**src/rtl/pmt_pkg.sv**
```systemverilog
package pmt_pkg;

  typedef enum logic [2:0] {
    S_IDLE,
    S_REQ,
    S_ADDR,
    S_DATA,
    S_FDROP,
    S_IDROP,
    S_REL,
    S_WAIT
  } pmt_state_e;

  typedef enum logic [1:0] {
    T_DONE,
    T_RETRY,
    T_ABORT
  } pmt_term_e;

endpackage

```
**src/rtl/pmt_addr_path.sv**
```systemverilog
module pmt_addr_path #(
  parameter int ADDR_W     = 32,
  parameter int CNT_W      = 8,
  parameter int STEP_BYTES = 4
) (
  input  logic              clk,
  input  logic              rst,
  input  logic              load,
  input  logic [ADDR_W-1:0] start_addr,
  input  logic [CNT_W-1:0]  word_count,
  input  logic              xfer,
  output logic [ADDR_W-1:0] next_addr,
  output logic              last_word
);

  localparam logic [ADDR_W-1:0] STEP = ADDR_W'(STEP_BYTES);
  localparam logic [CNT_W-1:0]  ONE  = CNT_W'(1);

  logic [ADDR_W-1:0] addr_q;
  logic [CNT_W-1:0]  left_q;

  always_ff @(posedge clk) begin
    if (rst) begin
      addr_q <= '0;
      left_q <= '0;
    end else if (load) begin
      addr_q <= start_addr;
      left_q <= word_count;
    end else if (xfer) begin
      addr_q <= addr_q + STEP;
      left_q <= left_q - ONE;
    end
  end

  assign next_addr = addr_q;
  assign last_word = (left_q == ONE);

endmodule

```
**src/rtl/pmt_retry_ctl.sv**
```systemverilog
module pmt_retry_ctl #(
  parameter int MAX_RETRY = 3,
  parameter int REREQ_GAP = 2
) (
  input  logic clk,
  input  logic rst,
  input  logic clear,
  input  logic xfer,
  input  logic rel_retry,
  input  logic gap_tick,
  output logic at_limit,
  output logic gap_done
);

  localparam int RW = (MAX_RETRY > 1) ? $clog2(MAX_RETRY + 1) : 1;
  localparam int GW = (REREQ_GAP > 3) ? $clog2(REREQ_GAP - 1) : 1;
  localparam logic [RW-1:0] LIMIT    = RW'(MAX_RETRY);
  localparam logic [GW-1:0] GAP_LOAD = GW'(REREQ_GAP - 2);

  logic [RW-1:0] tries_q;
  logic [GW-1:0] gap_q;

  // Consecutive disconnects without progress
  always_ff @(posedge clk) begin
    if (rst || clear || xfer) begin
      tries_q <= '0;
    end else if (rel_retry && !at_limit) begin
      tries_q <= tries_q + RW'(1);
    end
  end

  // Re-request delay after releasing the bus
  always_ff @(posedge clk) begin
    if (rst) begin
      gap_q <= '0;
    end else if (rel_retry) begin
      gap_q <= GAP_LOAD;
    end else if (gap_tick && gap_q != '0) begin
      gap_q <= gap_q - GW'(1);
    end
  end

  assign at_limit = (tries_q == LIMIT);
  assign gap_done = (gap_q == '0);

endmodule

```
**src/rtl/pmt_seq.sv**
```systemverilog
module pmt_seq
  import pmt_pkg::*;
(
  input  logic clk,
  input  logic rst,
  input  logic start,
  input  logic count_nz,
  input  logic gnt,
  input  logic trdy,
  input  logic stop,
  input  logic devsel,
  input  logic last_word,
  input  logic at_limit,
  input  logic gap_done,
  output logic load,
  output logic xfer,
  output logic rel_retry,
  output logic gap_tick,
  output logic req,
  output logic frame,
  output logic irdy,
  output logic bus_drive,
  output logic done,
  output logic csr_clear,
  output logic fatal_err,
  output logic retry_tmo
);

  pmt_state_e st_q, st_d;
  pmt_term_e  term_q, term_d;
  logic       abort_hit;

  assign load      = (st_q == S_IDLE) && start && count_nz && !fatal_err && !retry_tmo;
  assign xfer      = (st_q == S_DATA) && trdy && devsel;
  assign abort_hit = (st_q == S_DATA) && stop && !devsel;
  assign rel_retry = (st_q == S_REL) && (term_q == T_RETRY);
  assign gap_tick  = (st_q == S_WAIT);

  always_comb begin
    st_d   = st_q;
    term_d = term_q;
    case (st_q)
      S_IDLE:  if (load) st_d = S_REQ;
      S_REQ:   if (gnt) st_d = S_ADDR;
      S_ADDR:  st_d = S_DATA;
      S_DATA: begin
        if (abort_hit) begin
          st_d   = S_FDROP;
          term_d = T_ABORT;
        end else if (xfer && last_word) begin
          st_d   = S_FDROP;
          term_d = T_DONE;
        end else if (stop) begin
          st_d   = S_FDROP;
          term_d = T_RETRY;
        end
      end
      S_FDROP: st_d = S_IDROP;
      S_IDROP: st_d = S_REL;
      S_REL:   st_d = (term_q == T_RETRY && !at_limit) ? S_WAIT : S_IDLE;
      S_WAIT:  if (gap_done) st_d = S_REQ;
      default: st_d = S_IDLE;
    endcase
  end

  // Outputs are registered from the next-state decode
  always_ff @(posedge clk) begin
    if (rst) begin
      st_q      <= S_IDLE;
      term_q    <= T_DONE;
      req       <= 1'b0;
      frame     <= 1'b0;
      irdy      <= 1'b0;
      bus_drive <= 1'b0;
      done      <= 1'b0;
      csr_clear <= 1'b0;
      fatal_err <= 1'b0;
      retry_tmo <= 1'b0;
    end else begin
      st_q      <= st_d;
      term_q    <= term_d;
      req       <= (st_d == S_REQ);
      frame     <= (st_d == S_ADDR) || (st_d == S_DATA);
      irdy      <= (st_d == S_DATA) || (st_d == S_FDROP);
      bus_drive <= (st_d == S_ADDR) || (st_d == S_DATA) ||
                   (st_d == S_FDROP) || (st_d == S_IDROP);
      done      <= (st_d == S_REL) && (term_q == T_DONE);
      csr_clear <= (st_d == S_REL) && (term_q == T_ABORT);
      fatal_err <= fatal_err || ((st_d == S_REL) && (term_q == T_ABORT));
      retry_tmo <= retry_tmo || ((st_d == S_REL) && (term_q == T_RETRY) && at_limit);
    end
  end

endmodule

```
**src/rtl/pmt_top.sv**
```systemverilog
module pmt_top #(
  parameter int ADDR_W     = 32,
  parameter int CNT_W      = 8,
  parameter int STEP_BYTES = 4,
  parameter int MAX_RETRY  = 3,
  parameter int REREQ_GAP  = 2
) (
  input  logic              clk,
  input  logic              rst,
  input  logic              start,
  input  logic [ADDR_W-1:0] start_addr,
  input  logic [CNT_W-1:0]  word_count,
  input  logic              gnt,
  input  logic              trdy,
  input  logic              stop,
  input  logic              devsel,
  output logic              req,
  output logic              frame,
  output logic              irdy,
  output logic              bus_drive,
  output logic [ADDR_W-1:0] next_addr,
  output logic              done,
  output logic              csr_clear,
  output logic              fatal_err,
  output logic              retry_tmo
);

  logic load, xfer, rel_retry, gap_tick;
  logic last_word, at_limit, gap_done;

  pmt_seq u_seq (
    .clk       (clk),
    .rst       (rst),
    .start     (start),
    .count_nz  (word_count != '0),
    .gnt       (gnt),
    .trdy      (trdy),
    .stop      (stop),
    .devsel    (devsel),
    .last_word (last_word),
    .at_limit  (at_limit),
    .gap_done  (gap_done),
    .load      (load),
    .xfer      (xfer),
    .rel_retry (rel_retry),
    .gap_tick  (gap_tick),
    .req       (req),
    .frame     (frame),
    .irdy      (irdy),
    .bus_drive (bus_drive),
    .done      (done),
    .csr_clear (csr_clear),
    .fatal_err (fatal_err),
    .retry_tmo (retry_tmo)
  );

  pmt_addr_path #(
    .ADDR_W     (ADDR_W),
    .CNT_W      (CNT_W),
    .STEP_BYTES (STEP_BYTES)
  ) u_addr (
    .clk        (clk),
    .rst        (rst),
    .load       (load),
    .start_addr (start_addr),
    .word_count (word_count),
    .xfer       (xfer),
    .next_addr  (next_addr),
    .last_word  (last_word)
  );

  pmt_retry_ctl #(
    .MAX_RETRY (MAX_RETRY),
    .REREQ_GAP (REREQ_GAP)
  ) u_retry (
    .clk       (clk),
    .rst       (rst),
    .clear     (load),
    .xfer      (xfer),
    .rel_retry (rel_retry),
    .gap_tick  (gap_tick),
    .at_limit  (at_limit),
    .gap_done  (gap_done)
  );

endmodule

```
**config.mk**
```make
export PLATFORM = sky130hd
export DESIGN_NAME = pmt_top
export DESIGN_NICKNAME = d
export VERILOG_FILES = /design/src/rtl/pmt_pkg.sv /design/src/rtl/pmt_addr_path.sv /design/src/rtl/pmt_retry_ctl.sv /design/src/rtl/pmt_seq.sv /design/src/rtl/pmt_top.sv
export SDC_FILE = /design/constraint.sdc
export NUM_CORES = 1
export LEC_CHECK = 0
export BUFFER_PORTS_ARGS = -buffer_cell sky130_fd_sc_hd__buf_2
export CORE_MARGIN = 4
export CORE_UTILIZATION = 53
export CTS_BUF_LIST = sky130_fd_sc_hd__clkbuf_8
export CTS_CLUSTER_DIAMETER = 40
export CTS_CLUSTER_SIZE = 40
export DETAILED_ROUTE_END_ITERATION = 10
export PLACE_DENSITY = 0.9
export RECOVER_POWER = 100
export SETUP_SLACK_MARGIN = 0.05
export SYNTH_ARGS = -nofsm -noshare
export SYNTH_HDL_FRONTEND = slang
export SYNTH_SLANG_ARGS = --single-unit
export TNS_END_PERCENT = 30
```
**constraint.sdc**
```tcl
create_clock -name clk -period 3.8 [get_ports clk]
set_clock_uncertainty 0.05 [all_clocks]
set_input_delay 0.57 -clock clk [delete_from_list [all_inputs] [get_ports clk]]
set_output_delay 0.57 -clock clk [all_outputs]
set_load 0.02 [all_outputs]
```
Yosys cells after proc, flatten, opt, wreduce, memory -nomap -nowiden
Cells that the tools add are included. W data, S select, Z words.

Word-level logic and storage cells: 86. Memories kept: 0. Output and inout port bits: 40. Latch bits: 0. Input bits: 47. Memory bits (read-only): 0. Register bits after elaboration: 56. Bits in writable memories: 0.

Reductions and logical operators: 36. Multiplexer cells: 15. Multiply operators: 0. $lt $le $gt $ge: 0. Shifts and indexed selects: 0. Div/mod/pow operators: 0. Add/subtract/negate cells: 4. Eq/ne operators: 17. Bitwise logic cells: 0.

Operators by type and width (count): $mux W32 (2); $add A32 B3 Y32 const B (1); $pmux W3 S8 (1); $eq A3 B3 Y1 const B (7); $mux W3 (7); $logic_and A1 B1 Y1 (17); $mux W8 (2); $eq A3 B2 Y1 const B (4); $eq A8 B1 Y1 const B (1); $logic_or A1 B1 Y1 (8); $reduce_bool A8 Y1 (1); $sub A8 B1 Y8 const B (1); $eq A3 B1 Y1 const B (2); $mux W2 (3); $eq A2 B2 Y1 const B (2); $logic_not A1 Y1 (4); $logic_not A3 Y1 (1); $reduce_bool A3 Y1 (1); $add A2 B1 Y2 const B (1); $eq A2 B1 Y1 const B (1); $logic_not A2 Y1 (1); $reduce_and A2 Y1 (1); $reduce_bool A2 Y1 (1); $reduce_or A2 Y1 (1); $sub A1 B1 Y1 const B (1).

Logic depth before layout (Yosys ltp)
Gate-level depths: netlist of the first run.

Depth after elaboration: 11. Gate-level depth with buffers: 7. Gate-level depth less buffers: 7.

Modules after synthesis
From an unflattened synthesis of the first run, not the netlist that was laid out.

Cell total of the unflattened synthesis: 346. Area total of the unflattened synthesis: 2956.6 µm².

Modules (own cells, without submodules): pmt_addr_path (area each 2163.3 µm², cells each 263, seq. area each 800.8 µm², instances 1); pmt_seq (area each 649.4 µm², cells each 69, seq. area each 260.2 µm², instances 1); pmt_retry_ctl (area each 127.6 µm², cells each 11, seq. area each 60.1 µm², instances 1); pmt_top (area each 16.3 µm², cells each 3, seq. area each 0.0 µm², instances 1).

Least setup slack after synthesis of the first run
OpenSTA, ideal clock, no wires.

Path type: input to register. From: input port word_count[4]. To: register u_addr.addr_q[26], in the netlist u_addr.next_addr[26]. Stages on the path: 5. Slack: 1717 ps. Arrival: 1945 ps. Cell sequence: or4_1 -> o211ai_2 -> buf_2 -> nor2_1 -> a311oi_2.

Cells in the longest elaborated chain, start to end: 5. Elaborated cells between the ends (all ways): 6. Classes of those cells: mux: 1; reduce/logical: 5.

RTL lines: start: declaration (line pmt_top.sv:12) `input logic [CNT_W-1:0] word_count,`; $reduce_bool A8 Y1 * (line pmt_top.sv:35) `.count_nz (word_count != '0),`; $logic_and A1 B1 Y1 * (3 in series) (line pmt_seq.sv:33) `assign load = (st_q == S_IDLE) && start && count_nz && !fatal_err && !retry_tmo;`; $mux W32 / $reduce_bool A2 Y1 (equally long branches); end signal: assignment (line pmt_addr_path.sv:27) `addr_q <= start_addr;`; end signal: assignment (line pmt_addr_path.sv:30) `addr_q <= addr_q + STEP;`; end: declaration (line pmt_addr_path.sv:19) `logic [ADDR_W-1:0] addr_q;`.

Every way passes the cells marked *; elsewhere a longest branch is shown, timed or not. A chain may end at the register's enable or synchronous reset.

Worst setup path after layout of the first run
From: register u_seq.st_q[1]. To: register u_addr.addr_q[26], in the netlist u_addr.next_addr[26].

Cells in the longest elaborated chain, start to end: 6. Elaborated cells between the ends (all ways): 10. Classes of those cells: eq/ne: 1; mux: 1; reduce/logical: 8.

RTL lines: start: declaration (line pmt_seq.sv:29) `pmt_state_e st_q, st_d;`; start signal: assignment (line pmt_seq.sv:80) `st_q <= st_d;`; $logic_not A3 Y1 (line pmt_seq.sv:33); $logic_and A1 B1 Y1 (4 in series) (line pmt_seq.sv:33); $mux W32 / $reduce_bool A2 Y1 (equally long branches).

Parallel ways exist; a longest one is shown, timed or not.

==> flow_summary.yaml, run 1 <==
die:
  rows: 26
  die_w_microns: 82.6
  core_area_sq_um: 5240
  ios: 87
  start_util_pct: 56.3
  die_h_microns: 82.6
  die-area_sq_um: 6820
critical_path:
  crit_slowest_cell: "dfxtp_1"
  path_delay_family: "simple AND/OR/NAND/NOR gates"
  path_cells: "and3b_2 -> nand2_1 -> or3_1 -> or4_4 -> a311oi_2"
  critPathLaunchType: "flop"
  slowest_delay_ns: 0.61
  path_max_fanout: 15
  critPathBufInv: 0
  required_ns: 3.95
  worst-setup-path-type: "flop to flop"
  worst_setup_path_end_kind: "flop"
  crit_arrival_ns: 2.87
clocking:
  clk_latency_ns: 0.31
  cts.sinks: 56
  post_cts_buffers: 0
  path_clk_slew_ns: 0.10
  hold_buffers: 0
  clockRootBuffer: "clkbuf_8"
  post_cts_resized: 0
  cts_tree: "yes"
  cts_buffers: 5
  h-tree-depth: 2
  clock_path_buffers: 2
worst_hold_path:
  hold_class: "flop to flop"
sta:
  setup_viol: 0
  tns_ns: 0
  max_freq_mhz: 368
  worst_slack_ns: 1.08
  holdWs_ns: 0.409
  worst_pin_slew_ns: 2.33
  timing.final.crit_share_pct: 71.5
  slew_violations: 55
  hold_viol: 0
  finalCriticalPeriod_ns: 2.72
  slew_headroom_pct: -55.5
  rsz0062_at_grt: "no"
global_routing:
  grt_first_pass_wirelength_microns: 12700
  grt_pass1_vias: 2751
  grt_usage_pct: 23.5
  grt_max_degree: 55
  antenna_found_initial: 0
  grt_overflow: 0
power:
  ir_drop_v: 0.000203
  power_leakage_nw: 1.30
  power_mw: 1.37
  p_per_area_nw_per_um2: 399
placement:
  pre_cts_slack_ns: 1.20
  placed_area_sq_um: 3410
  placed_cells: 496
  post-dp-hpwl_microns: 5650
  io_buffers: 86
  globalplace.congestion: 0.845
synthesis:
  synth_top_area_share_pct: 38.0
  synth.distinct_cells: 59
  ys_seq_elements: 56
  syn_area_per_cell_sq_um: 8.28
  synth.area.top_cells: "dfxtp_1 38%, nor2_1 6.2%, a211oi_1 4.6%, nand2_1 4.1%, xor2_1 3.3%"
  ys_seq_area_share_pct: 38.0
  ys_async_sr_fraction_pct: 0
  synth-warning-count: 0
  synth_nets: 407
  synth_ff_type: "dfxtp_1"
  synth_area_leader_cell: "dfxtp_1"
  netlist_instances: 356
  netlist_area_sq_um: 2950
  synth_edf_count: 0
final_layout:
  antennaDiodeCount: 0
  nNetsFinal: 484
  fin_cells: 504
  post-route-util_pct: 65.6
  fill_cells: 474
  area_growth_pct: 16.6
  layout_commonest_cell: "dfxtp_1"
  finalInstanceArea_sq_um: 3440
  drive_gt1_share_pct: 15.4
  mostFrequentLayoutCells: "56 x dfxtp_1, 50 x nor2_1, 45 x buf_2"
route:
  drt-initial-drc-count: 220
  routed_wl_microns: 7710
  ant_nets: 0
  via_per_inst: 5.89
  wl_per_cell_microns: 15.3
  drcViolationCount: 0
  routed-via-count: 2970
  firstDrtPassIters: 5
run_status:
  violations: "capacitance limit, slew limit"
  outcome: "finished, violations left"
job:
  max_cap_viol_count: 1
final cells by class:
class / instances / area (sq um) / area share [%]
Clock buffer: 6 / 82.6 / 2.40
Tap cell: 70 / 87.6 / 2.55
Sequential cell: 56 / 1120 / 32.6
Clock inverter: 2 / 7.51 / 0.218
Timing Repair Buffer: 89 / 398 / 11.6
Multi-Input combinational cell: 275 / 1720 / 50.0
Inverter: 6 / 22.5 / 0.655
registers in the layout, summed over array words and instances, names as in the netlist:
name / count
u_addr.left_q: 8
u_addr.next_addr: 32
u_retry.gap_q: 1
u_retry.tries_q: 2
u_seq.bus_drive: 1
u_seq.csr_clear: 1
u_seq.done: 1
u_seq.fatal_err: 1
u_seq.frame: 1
u_seq.irdy: 1
u_seq.req: 1
u_seq.retry_tmo: 1
u_seq.st_q: 3
u_seq.term_q: 2
cell families after synthesis:
group | Yosys count | share of synthesized area, %
compound gates | 75 | 17.7
xor+xnor | 21 | 6.24
fa+ha+maj | 4 | 1.70
buf+inv | 25 | 3.65
flops | 56 | 38.0
mux | 3 | 1.06
simple gates | 172 | 31.6
power by group:
group | switching (mW) | internal (mW)
Combinational | 0.201 | 0.122
Sequential | 0.0742 | 0.643
Clock | 0.187 | 0.144
Total | 0.462 | 0.909
tightest hold or removal path, cell delays in order (launching register included):
cell and delay, ns:
dfxtp_1 0.32, nand2_1 0.05, a21oi_1 0.05
cell usage after synthesis (all sizes together) (2+ instances only):
cell / instances
xor2: 11
o211ai: 3
clkbuf: 10
nor4: 11
nor3b: 2
nand4: 10
a221oi: 2
dfxtp: 56
a22oi: 3
nor2b: 3
buf: 9
and2: 3
nor3: 16
and4: 6
nand3: 17
inv: 6
or4: 4
a31oi: 8
and3: 4
o21a: 2
mux2i: 2
a211oi: 18
ha: 4
xnor2: 10
a21oi: 17
a311oi: 4
o21ai: 7
or3: 4
a21o: 2
nor4b: 3
nand2: 33
nor2: 50
worst paths after layout:
kind,start,endpoint,slack (ns),cells after the start
max,u_seq.st_q[1]$_SDFF_PP0_,u_addr.next_addr[26]$_SDFFE_PP0P_,1.08,5
min,u_addr.next_addr[0]$_SDFFE_PP0P_,u_addr.next_addr[0]$_SDFFE_PP0P_,0.41,2
max reg2reg,u_seq.st_q[1]$_SDFF_PP0_,u_addr.next_addr[26]$_SDFFE_PP0P_,1.08,5
min reg2reg,u_addr.next_addr[0]$_SDFFE_PP0P_,u_addr.next_addr[0]$_SDFFE_PP0P_,0.41,2
metal layers:
metal	track usage (%)	vias to the layer above	wire, microns
met3	4.88	10	525
met5	0	-	0
met2	37.7	108	3620
met4	6.05	0	95
met1	32.2	1393	3470
li1	-	1459	-
Power figures use the tool's default switching activity.
==> run 2, diff against run 1 <==
--- a/config.mk
+++ b/config.mk
@@ -5,14 +5,15 @@
 export SDC_FILE = /design/constraint.sdc
 export NUM_CORES = 1
 export LEC_CHECK = 0
+export ABC_AREA = 1
 export BUFFER_PORTS_ARGS = -buffer_cell sky130_fd_sc_hd__buf_2
 export CORE_MARGIN = 4
-export CORE_UTILIZATION = 53
+export CORE_UTILIZATION = 50
 export CTS_BUF_LIST = sky130_fd_sc_hd__clkbuf_8
 export CTS_CLUSTER_DIAMETER = 40
 export CTS_CLUSTER_SIZE = 40
 export DETAILED_ROUTE_END_ITERATION = 10
-export PLACE_DENSITY = 0.9
+export PLACE_DENSITY = 0.86
 export RECOVER_POWER = 100
 export SETUP_SLACK_MARGIN = 0.05
 export SYNTH_ARGS = -nofsm -noshare
==> constraint.sdc (replaced) <==
create_clock -name clk -period 2.3 [get_ports clk]
set_clock_uncertainty 0.05 [all_clocks]
set_input_delay 0.345 -clock clk [delete_from_list [all_inputs] [get_ports clk]]
set_output_delay 0.345 -clock clk [all_outputs]
set_load 0.02 [all_outputs]
==> run 2 against run 1 <==
Net effect:
- the flow now finishes without violations
- largest cell class unchanged
- sequential share of layout area decreased by 5.2 points
- worst hold slack got worse by 0.17 ns
- area after synthesis increased by 22%
- non-clock buffer count increased by 3
- global-route usage increased by 0.22 points
- cell count increased by 50%
- total power increased by 85%
- combinational power increased by 130%
- first-iteration DRC count increased by 63%
- count of clock-buffer cells in the layout decreased by 1
- critical path depth increased by 3
- cell area increased by 19%
==> flow_summary.yaml, run 2 <==
sta:
  rsz0062_at_grt: "no"
  slew_headroom_pct: 65.3
  max_freq_mhz: 491
  setup_viol: 0
  hold_viol: 0
  timing.final.crit_share_pct: 88.6
  worst_pin_slew_ns: 0.520
  slew_violations: 0
  tns_ns: 0
  finalCriticalPeriod_ns: 2.04
route:
  drcViolationCount: 0
  ant_nets: 0
  wl_per_cell_microns: 13.6
  routed_wl_microns: 10300
  drt-initial-drc-count: 358
  wl_met3_microns: 858
  routedLengthMet1_microns: 4640
  routed-via-count: 3899
  wl_met2_microns: 4650
  firstDrtPassIters: 5
  via_per_inst: 5.16
  top_layer_used: "met4"
die:
  die_h_microns: 92.9
  ios: 87
  start_util_pct: 52.2
  core_area_sq_um: 6910
  die-area_sq_um: 8630
  die_w_microns: 92.9
  rows: 30
clocking:
  path_clk_slew_ns: 0.12
  cts_buffers: 5
  cts.sinks: 56
  cts_tree: "yes"
  clockRootBuffer: "clkbuf_8"
  post_cts_resized: 0
  h-tree-depth: 2
  clock_path_buffers: 2
  clk_latency_ns: 0.33
  hold_buffers: 0
  post_cts_buffers: 0
power:
  power_leakage_nw: 1.84
  seqPwrFrac_pct: 47.0
  power_mw: 2.53
  power.internal_mw: 1.54
  ir_drop_v: 0.000327
  switching_share_pct: 39.2
  p_switching_uw: 994
  pwr-share-comb_pct: 29.8
  p_per_area_nw_per_um2: 620
  power_frac_clock_pct: 23.2
synthesis:
  netlist_area_sq_um: 3600
  ys_seq_elements: 56
  synth_area_leader_cell: "dfxtp_1"
  synth.area.top_cells: "dfxtp_1 31%, nand2_1 19%, nor2_1 11%, nand3_1 6.7%, inv_1 5.5%"
  synth-warning-count: 0
  synth_ff_type: "dfxtp_1"
  synth_nets: 626
  synth_top_area_share_pct: 31.1
  netlist_instances: 575
  synth_commonest_cells: "181 x nand2_1, 109 x nor2_1, 56 x dfxtp_1, 53 x inv_1, 48 x nand3_1"
  syn_area_per_cell_sq_um: 6.27
  ys_async_sr_fraction_pct: 0
  synth.distinct_cells: 40
  ys_seq_area_share_pct: 31.1
  synth_edf_count: 0
  synth_most_common_cell: "nand2_1"
worst_hold_path:
  hold_class: "input pin to flop"
  hold_start: "start_addr[1]"
placement:
  post-dp-hpwl_microns: 8040
  io_buffers: 86
  globalplace.congestion: 0.909
final_layout:
  nNetsFinal: 709
  largest_reg_flops: 32
  layout_commonest_cell: "nand2_1"
  drive_gt1_share_pct: 13.1
  mostFrequentLayoutCells: "181 x nand2_1, 110 x nor2_1, 56 x dfxtp_1"
  antennaDiodeCount: 0
  area_growth_pct: 13.5
global_routing:
  grt_pass1_vias: 3594
  grt_overflow: 0
  grt_max_degree: 25
  antenna_found_initial: 0
  grt_first_pass_wirelength_microns: 16700
  grt_usage_pct: 23.7
critical_path:
  required_ns: 2.47
  critPathBufInv: 2
  crit_slowest_cell: "dfxtp_1"
  path_common_cell: "nand3_1"
  path_delay_family: "simple AND/OR/NAND/NOR gates"
  critPathLaunchType: "flop"
  slowest_delay_ns: 0.49
  worst-setup-path-type: "flop to flop"
  crit_arrival_ns: 2.21
  worstReg2RegStart: "u_seq.st_q[2]$_SDFF_PP0_"
  worst_setup_path_end_kind: "flop"
  critPathLaunch: "u_seq.st_q[2]$_SDFF_PP0_"
  path_max_fanout: 24
  path_cells: "clkinv_2 -> nand3_1 -> nor2_4 -> nand2_4 -> clkbuf_2 -> nand3_1 -> nand2_1 -> o21ai_2"
run_status:
  outcome: "finished clean"
job:
  max_cap_viol_count: 0
## run 2: metal layers
layer | vias up | track usage, %
li1 | 1975 | -
met1 | 1716 | 32.4
met2 | 193 | 38.8
met3 | 15 | 4.31
met4 | 0 | 5.62
met5 | - | 0
## run 2: area by class of cell
type	instances	area, sq um
clock buffers	5	68.8
clock inverters	3	26.3
fillers	709	2820
inverters	58	221
multi-input cells	445	2110
flip-flops and latches	56	1120
well taps	96	120
repair buffers	92	423
## run 2: per-stage QoR
stage / area [sq um] / hold WS [ns] / std cells / setup WS (ns) / utilization [%]
detailed placement: 4070 / 0.397 / 747 / 0.361 / 59.0
global route: 4090 / 0.263 / 755 / 0.113 / 59.2
floorplan: 3600 / 0.369 / 575 / 0.492 / -
CTS: 4170 / 0.238 / 755 / 0.392 / 60.4
finish: 4090 / 0.235 / 755 / 0.262 / 59.2
global placement: 4070 / 0.386 / 747 / 0.417 / 59.0
## run 2: power by group through the flow
stage	registers, mW	clock network, mW	logic [mW]
finish	1.19	0.587	0.756
global route	1.21	0.635	0.842
CTS	1.19	0.596	0.790
detailed placement	1.21	0	0.786
global placement	1.20	0	0.765
floorplan	1.27	0	0.500
## run 2: worst paths after layout
check | end | slack, ns | depth (start not counted)
setup / recovery | u_addr.next_addr[13]$_SDFFE_PP0P_ | 0.26 | 8
hold / removal | u_addr.next_addr[1]$_SDFFE_PP0P_ | 0.23 | 3
setup reg to reg | u_addr.next_addr[13]$_SDFFE_PP0P_ | 0.26 | 8
hold reg to reg | u_seq.done$_SDFF_PP0_ | 0.41 | 1
## run 2: worst reg2reg max path, stage by stage (launching register included)
cell and delay, ns:
dfxtp_1 0.49, clkinv_2 0.17, nand3_1 0.19, nor2_4 0.07, nand2_4 0.17, clkbuf_2 0.48
nand3_1 0.16, nand2_1 0.10, o21ai_2 0.05
## run 2: logic make-up after synthesis
| group | count (synthesis) | share of synthesized area [%] |
|---|---|---|
| compound gates | 47 | 8.37 |
| buf+inv | 74 | 9.65 |
| simple gates | 383 | 46.8 |
| fa+ha+maj | 4 | 1.39 |
| xor+xnor | 11 | 2.67 |
| flops | 56 | 31.1 |
